$ cat config.mk
export PLATFORM = sky130hd
export DESIGN_NAME = intr_gate
export DESIGN_NICKNAME = d
export VERILOG_FILES = /design/src/rtl/intr_pkg.sv /design/src/rtl/intr_sync.sv /design/src/rtl/intr_flags.sv /design/src/rtl/intr_npc.sv /design/src/rtl/intr_gate.sv
export SDC_FILE = /design/constraint.sdc
export NUM_CORES = 1
export LEC_CHECK = 0
export ABC_AREA = 1
export CAP_MARGIN = 25
export CORE_AREA = 2 2 91 93
export CTS_CLUSTER_SIZE = 20
export DETAILED_ROUTE_END_ITERATION = 10
export DIE_AREA = 0 0 93 95
export PLACE_DENSITY = 0.88
export SYNTH_ARGS = -nofsm -noshare
export SYNTH_HDL_FRONTEND = slang
export SYNTH_HIERARCHICAL = 1
export SYNTH_SLANG_ARGS = --single-unit
$ cat constraint.sdc
create_clock -name clk -period 1.78 [get_ports clk]
set_input_delay 0.267 -clock clk [delete_from_list [all_inputs] [get_ports clk]]
set_output_delay 0.267 -clock clk [all_outputs]
set_load 0.1 [all_outputs]
$ cat src/rtl/intr_pkg.sv
package intr_pkg;
   typedef enum logic [1:0] {
      NPC_INCR = 2'd0,
      NPC_JUMP = 2'd1,
      NPC_REG  = 2'd2,
      NPC_SYSC = 2'd3
   } npc_sel_e;
endpackage

$ cat src/rtl/intr_sync.sv
module intr_sync #(
   parameter int STAGES = 2
) (
   input  logic clk,
   input  logic rst_n,
   input  logic d_i,
   output logic q_o
);
   if (STAGES < 2) begin : g_bad_stages
      $error("intr_sync: STAGES must be at least 2");
   end

   logic [STAGES-1:0] chain;

   for (genvar s = 0; s < STAGES; s++) begin : g_stage
      if (s == 0) begin : g_first
         always_ff @(posedge clk) begin
            if (!rst_n) chain[0] <= 1'b0;
            else        chain[0] <= d_i;
         end
      end else begin : g_next
         always_ff @(posedge clk) begin
            if (!rst_n) chain[s] <= 1'b0;
            else        chain[s] <= chain[s-1];
         end
      end
   end

   assign q_o = chain[STAGES-1];
endmodule

$ cat src/rtl/intr_flags.sv
module intr_flags (
   input  logic clk,
   input  logic rst_n,
   input  logic req_sync_i,
   input  logic mask_set_i,
   input  logic mask_clr_i,
   output logic ack_o,
   output logic alert_o,
   output logic mask_o
);
   logic ack_q, alert_q, mask_q;
   logic take;

   // Accept only a fresh request: unmasked and no acknowledge outstanding.
   assign take = req_sync_i & ~mask_q & ~ack_q;

   always_ff @(posedge clk) begin
      if (!rst_n) begin
         ack_q   <= 1'b0;
         alert_q <= 1'b0;
         mask_q  <= 1'b1;
      end else begin
         alert_q <= take;
         if (take)             ack_q <= 1'b1;
         else if (!req_sync_i) ack_q <= 1'b0;
         // Set sources dominate the clear control.
         if (take || mask_set_i) mask_q <= 1'b1;
         else if (mask_clr_i)    mask_q <= 1'b0;
      end
   end

   assign ack_o   = ack_q;
   assign alert_o = alert_q;
   assign mask_o  = mask_q;
endmodule

$ cat src/rtl/intr_npc.sv
module intr_npc
   import intr_pkg::*;
#(
   parameter int              PC_W         = 30,
   parameter logic [PC_W-1:0] SYSCALL_ADDR = '0,
   parameter logic [PC_W-1:0] HANDLER_ADDR = '0
) (
   input  logic            clk,
   input  logic            rst_n,
   input  logic            alert_i,
   input  logic [1:0]      sel_i,
   input  logic [PC_W-1:0] pc_i,
   input  logic [PC_W-1:0] jump_tgt_i,
   input  logic [PC_W-1:0] reg_tgt_i,
   output logic [PC_W-1:0] next_pc_o,
   output logic [PC_W-1:0] saved_pc_o
);
   localparam logic [PC_W-1:0] PC_STEP = PC_W'(1);

   npc_sel_e        sel;
   logic [PC_W-1:0] normal_pc;
   logic [PC_W-1:0] saved_q;

   assign sel = npc_sel_e'(sel_i);

   always_comb begin
      unique case (sel)
         NPC_INCR: normal_pc = pc_i + PC_STEP;
         NPC_JUMP: normal_pc = jump_tgt_i;
         NPC_REG:  normal_pc = reg_tgt_i;
         NPC_SYSC: normal_pc = SYSCALL_ADDR;
         default:  normal_pc = pc_i + PC_STEP;
      endcase
   end

   assign next_pc_o = alert_i ? HANDLER_ADDR : normal_pc;

   always_ff @(posedge clk) begin
      if (!rst_n)       saved_q <= '0;
      else if (alert_i) saved_q <= normal_pc;
   end

   assign saved_pc_o = saved_q;
endmodule

$ cat src/rtl/intr_gate.sv
module intr_gate #(
   parameter int              PC_W         = 30,
   parameter int              SYNC_STAGES  = 2,
   parameter logic [PC_W-1:0] SYSCALL_ADDR = PC_W'(32'h2000_0040),
   parameter logic [PC_W-1:0] HANDLER_ADDR = PC_W'(32'h2000_0060)
) (
   input  logic            clk,
   input  logic            rst_n,
   input  logic            irq_req_i,
   output logic            irq_ack_o,
   output logic            irq_alert_o,
   output logic            irq_mask_o,
   input  logic            mask_set_i,
   input  logic            mask_clr_i,
   input  logic [1:0]      npc_sel_i,
   input  logic [PC_W-1:0] pc_i,
   input  logic [PC_W-1:0] jump_tgt_i,
   input  logic [PC_W-1:0] reg_tgt_i,
   output logic [PC_W-1:0] next_pc_o,
   output logic [PC_W-1:0] saved_pc_o
);
   if (PC_W < 2) begin : g_bad_pcw
      $error("intr_gate: PC_W must be at least 2");
   end

   logic req_sync;
   logic alert;

   intr_sync #(.STAGES(SYNC_STAGES)) u_sync (
      .clk   (clk),
      .rst_n (rst_n),
      .d_i   (irq_req_i),
      .q_o   (req_sync)
   );

   intr_flags u_flags (
      .clk        (clk),
      .rst_n      (rst_n),
      .req_sync_i (req_sync),
      .mask_set_i (mask_set_i),
      .mask_clr_i (mask_clr_i),
      .ack_o      (irq_ack_o),
      .alert_o    (alert),
      .mask_o     (irq_mask_o)
   );

   intr_npc #(
      .PC_W         (PC_W),
      .SYSCALL_ADDR (SYSCALL_ADDR),
      .HANDLER_ADDR (HANDLER_ADDR)
   ) u_npc (
      .clk        (clk),
      .rst_n      (rst_n),
      .alert_i    (alert),
      .sel_i      (npc_sel_i),
      .pc_i       (pc_i),
      .jump_tgt_i (jump_tgt_i),
      .reg_tgt_i  (reg_tgt_i),
      .next_pc_o  (next_pc_o),
      .saved_pc_o (saved_pc_o)
   );

   assign irq_alert_o = alert;
endmodule

==> flow_metrics.tcl <==
set metrics [dict create \
    final-max-slew-violation-count 0 \
    maximum_number_of_pins_on_one_net_before_global_route_repair 47 \
    antennaDiodeCount 0 \
    final_util 0.818 \
    quantity_of_hold_fixing_buffers_added_after_cts 0 \
    post_drt_wl_per_cell_um 16.1 \
    synth.avg_cell_area_um2 5.77 \
    numCtsBuffers 5 \
    initial_core_util 0.385 \
    post_synthesis_adder_cell_area_fraction 0.00410 \
    fin_setup_tns_ns -0.599 \
    final_nets 867 \
    synth-simple-area-share 0.473 \
    design.core.area_um2 7930 \
    post-route-drc-count 0 \
    crit_path_start_kind "input pin" \
    timing.critical_path.buf_inv 3 \
    layout_cells_excl_fill 875 \
    rows 33 \
    detail_route.first_pass.iterations 7 \
    io_pins 160 \
    cts.clk_slew.worst_paths_ns 0.07 \
    antenna_found_initial 0 \
    required_ns 1.51 \
    grt_pass1_vias 4505 \
    grt_util_all_layers 0.305 \
    ant_nets 0 \
    wire_length_of_the_first_global_routing_pass_um 21000 \
    outcome "complete, but fails checks" \
    min_period_ns 1.89 \
    arrival_ns 1.62 \
    setup.worst_path.end_class "output port" \
    tritoncts_clock_tree "built" \
    worst-slew-pin-transition_ns 0.473 \
    syn-num-nets 627 \
    drt_iter0_markers 188 \
    synthesis.area_um2 3050 \
    area_growth_pct 113 \
    dp_hpwl_um 10500 \
    cp_max_fo 6 \
    max-clock-path-buffers 2 \
    crit_path_max_incr_delay_ns 0.19 \
    worstSkewPairLatency_ns 0.29 \
    holdWs_ns 0.442 \
    hold_viol 0 \
    post_synth_mux_area_share 0 \
    crit_path_top_delay_cell "sky130_fd_sc_hd__nor2_4" \
    timing.setup.critical_path_class "input pin to output port" \
    die_w_um 93 \
    vias 4413 \
    clkSinkCount 35 \
    die-height_um 95 \
    synth.lib_cells_used.distinct 30 \
    globalRouteOverflowTotal 0 \
    drv_cap 0 \
    clock-root-buffer "sky130_fd_sc_hd__clkbuf_8" \
    cp_cell_sequence "buf_8, buf_4, nand2_4, nor2_8, nand2_4, nor2_4, nand2_1, nand2_1, nand3_2, a21oi_4, buf_12" \
    drt-vias-per-instance 5.04 \
    power_density_nw_per_um2 477 \
    worst_slack_ns -0.109 \
    die_area_um2 8840 \
    tightest_slew_margin_relative_to_the_limit 0.684 \
    critical_path.top_delay_family "simple AND/OR/NAND/NOR gates" \
    power.leakage_nw 3.04 \
    synth_xor_xnor_area_share 0 \
    synth-warning-count 6 \
    synth_area_in_compound_gates 0.149 \
    irDropWorstVdd_mv 0.378 \
    cts_max_level 2 \
    gp_congestion 0.972 \
    worst_hold_path_type "flip-flop to flip-flop" \
    ys_ff_latch 35 \
    synthesis.instances 529 \
    layout-drive-gt1-share 0.422 \
    timing.final.crit_share 1.06 \
    post-place-cells 849 \
    skew_ns 0.00452 \
    port-buffer-count 159 \
    timing.fmax_ghz 0.529 \
    main_combinational_cell_family_by_area_after_synthesis "simple AND/OR/NAND/NOR gates" \
    rsz0062_at_grt "yes" \
    finalSetupViolCount 21 \
    failed_checks "setup timing" \
    wirelength_um 14100 \
    synth-seq-area-share 0.230 \
]
-- worst register-to-register path, cell delays in order, from the launching register on --
cell and delay, ns:
sky130_fd_sc_hd__dfxtp_4 0.47, sky130_fd_sc_hd__buf_12 0.33, sky130_fd_sc_hd__buf_4 0.25, sky130_fd_sc_hd__nor2_1 0.06, sky130_fd_sc_hd__nor2_1 0.11, sky130_fd_sc_hd__nand2_1 0.07, sky130_fd_sc_hd__inv_1 0.04
-- through the flow --
stage / instance area [um^2] / setup slack (ns) / total power, W
CTS: 6360 / -0.105 / 0.00307
finish: 6490 / -0.109 / 0.00309
global route: 6490 / -0.170 / 0.00320
floorplan: 3400 / -0.166 / 0.00168
global placement: 5960 / -0.550 / 0.00241
detailed placement: 5960 / -0.602 / 0.00244
-- registers in the layout (all words and copies together), names as in the netlist --
| signal | flops |
|---|---|
| u_flags/ack_o | 1 |
| u_flags/alert_o | 1 |
| u_sync/q_o | 1 |
| u_sync/chain | 1 |
| u_npc/saved_pc_o | 30 |
| u_flags/mask_o | 1 |
-- placed cells by master, fill, tap and decap left out, types with 2 or more instances in the layout --
cell | Yosys | layout
sky130_fd_sc_hd__buf_4 | 0 | 109
sky130_fd_sc_hd__nand2_1 | 121 | 90
sky130_fd_sc_hd__inv_1 | 91 | 84
sky130_fd_sc_hd__nor2_1 | 96 | 75
sky130_fd_sc_hd__clkdlybuf4s50_1 | 0 | 65
sky130_fd_sc_hd__buf_12 | 0 | 46
sky130_fd_sc_hd__nand3_1 | 55 | 42
sky130_fd_sc_hd__dfxtp_1 | 35 | 34
sky130_fd_sc_hd__nand2_2 | 7 | 27
sky130_fd_sc_hd__nor2_4 | 7 | 24
sky130_fd_sc_hd__a22o_1 | 24 | 24
sky130_fd_sc_hd__a21oi_4 | 0 | 23
sky130_fd_sc_hd__nand3_2 | 7 | 18
sky130_fd_sc_hd__buf_2 | 9 | 14
sky130_fd_sc_hd__nand2_4 | 3 | 14
sky130_fd_sc_hd__nor2_2 | 6 | 10
sky130_fd_sc_hd__inv_2 | 3 | 8
sky130_fd_sc_hd__o21ai_0 | 9 | 7
sky130_fd_sc_hd__a21oi_1 | 28 | 6
sky130_fd_sc_hd__clkbuf_8 | 0 | 5
sky130_fd_sc_hd__clkdlybuf4s15_2 | 0 | 5
sky130_fd_sc_hd__dlygate4sd2_1 | 0 | 4
sky130_fd_sc_hd__or2_2 | 2 | 3
sky130_fd_sc_hd__o211ai_1 | 3 | 3
sky130_fd_sc_hd__clkbuf_1 | 5 | 2
sky130_fd_sc_hd__buf_8 | 0 | 2
sky130_fd_sc_hd__nor2_8 | 2 | 2
sky130_fd_sc_hd__and2_1 | 3 | 2
sky130_fd_sc_hd__nand3_4 | 0 | 2
sky130_fd_sc_hd__buf_6 | 1 | 2
-- cell families after synthesis --
family	count (synthesis)
AND/OR/NAND/NOR	312
buffers and inverters	112
AO/OA/AOI/OAI	69
flip-flops	35
adder cells (fa/ha/maj)	1
-- synth_stat cells (all sizes together) --
master | count | area share
or2 | 4 | 0.0082
nand3 | 62 | 0.11
a31oi | 1 | 0.0021
and2 | 3 | 0.0062
o22ai | 1 | 0.0021
dfxtp | 35 | 0.23
buf | 12 | 0.021
a21oi | 30 | 0.052
nand2 | 131 | 0.17
o21ai | 9 | 0.015
inv | 94 | 0.12
clkinv | 1 | 0.0012
clkbuf | 5 | 0.0062
o21bai | 1 | 0.0025
o211ai | 3 | 0.0074
nand4 | 1 | 0.0021
ha | 1 | 0.0041
nor2 | 111 | 0.17
a22o | 24 | 0.069
-- layout make-up --
| type | instances | area (um^2) |
|---|---|---|
| Clock buffer | 7 | 76.3 |
| Fill cell | 496 | 1440 |
| Timing Repair Buffer | 250 | 2650 |
| Inverter | 95 | 367 |
| Sequential cell | 35 | 704 |
| Clock inverter | 1 | 5.00 |
| Multi-Input combinational cell | 382 | 2550 |
| Tap cell | 105 | 131 |
-- worst paths after layout --
path	start	to	slack, ns	depth (start not counted)
worst min-delay path	u_sync/chain[0]$_SDFF_PN0_	u_sync/q_o$_SDFF_PN0_	0.44	2
worst min register to register	u_sync/chain[0]$_SDFF_PN0_	u_sync/q_o$_SDFF_PN0_	0.44	2
worst max-delay path	pc_i[1]	next_pc_o[19]	-0.11	11
worst max register to register	u_flags/alert_o$_SDFF_PN0_	u_npc/saved_pc_o[15]$_SDFFE_PN0P_	0.40	6
-- power breakdown --
group          leakage, nW  total, W  switching (W)  internal [W]
Clock               0.0422  0.000566       0.000291      0.000275
Sequential           0.284  0.000798     0.00000745      0.000791
Combinational         2.72   0.00173       0.000998      0.000731
Total                 3.04   0.00309        0.00130       0.00180
-- per-layer routing --
metal | part of all wire | GRT usage | vias to the layer above
li1 | - | - | 2130
met1 | 0.35 | 0.297 | 2036
met2 | 0.53 | 0.594 | 205
met3 | 0.081 | 0.0782 | 42
met4 | 0.033 | 0.150 | 0
met5 | 0 | 0 | -
-- timing repair --
item / CTS / global route
gates resized for setup: 194 / 26
gates cloned: 1 / 0
endpoints found under the setup margin: 32 / 26
buffers inserted: 9 / 8
pin swaps: 57 / 23
(Power assumes the default switching activity.)
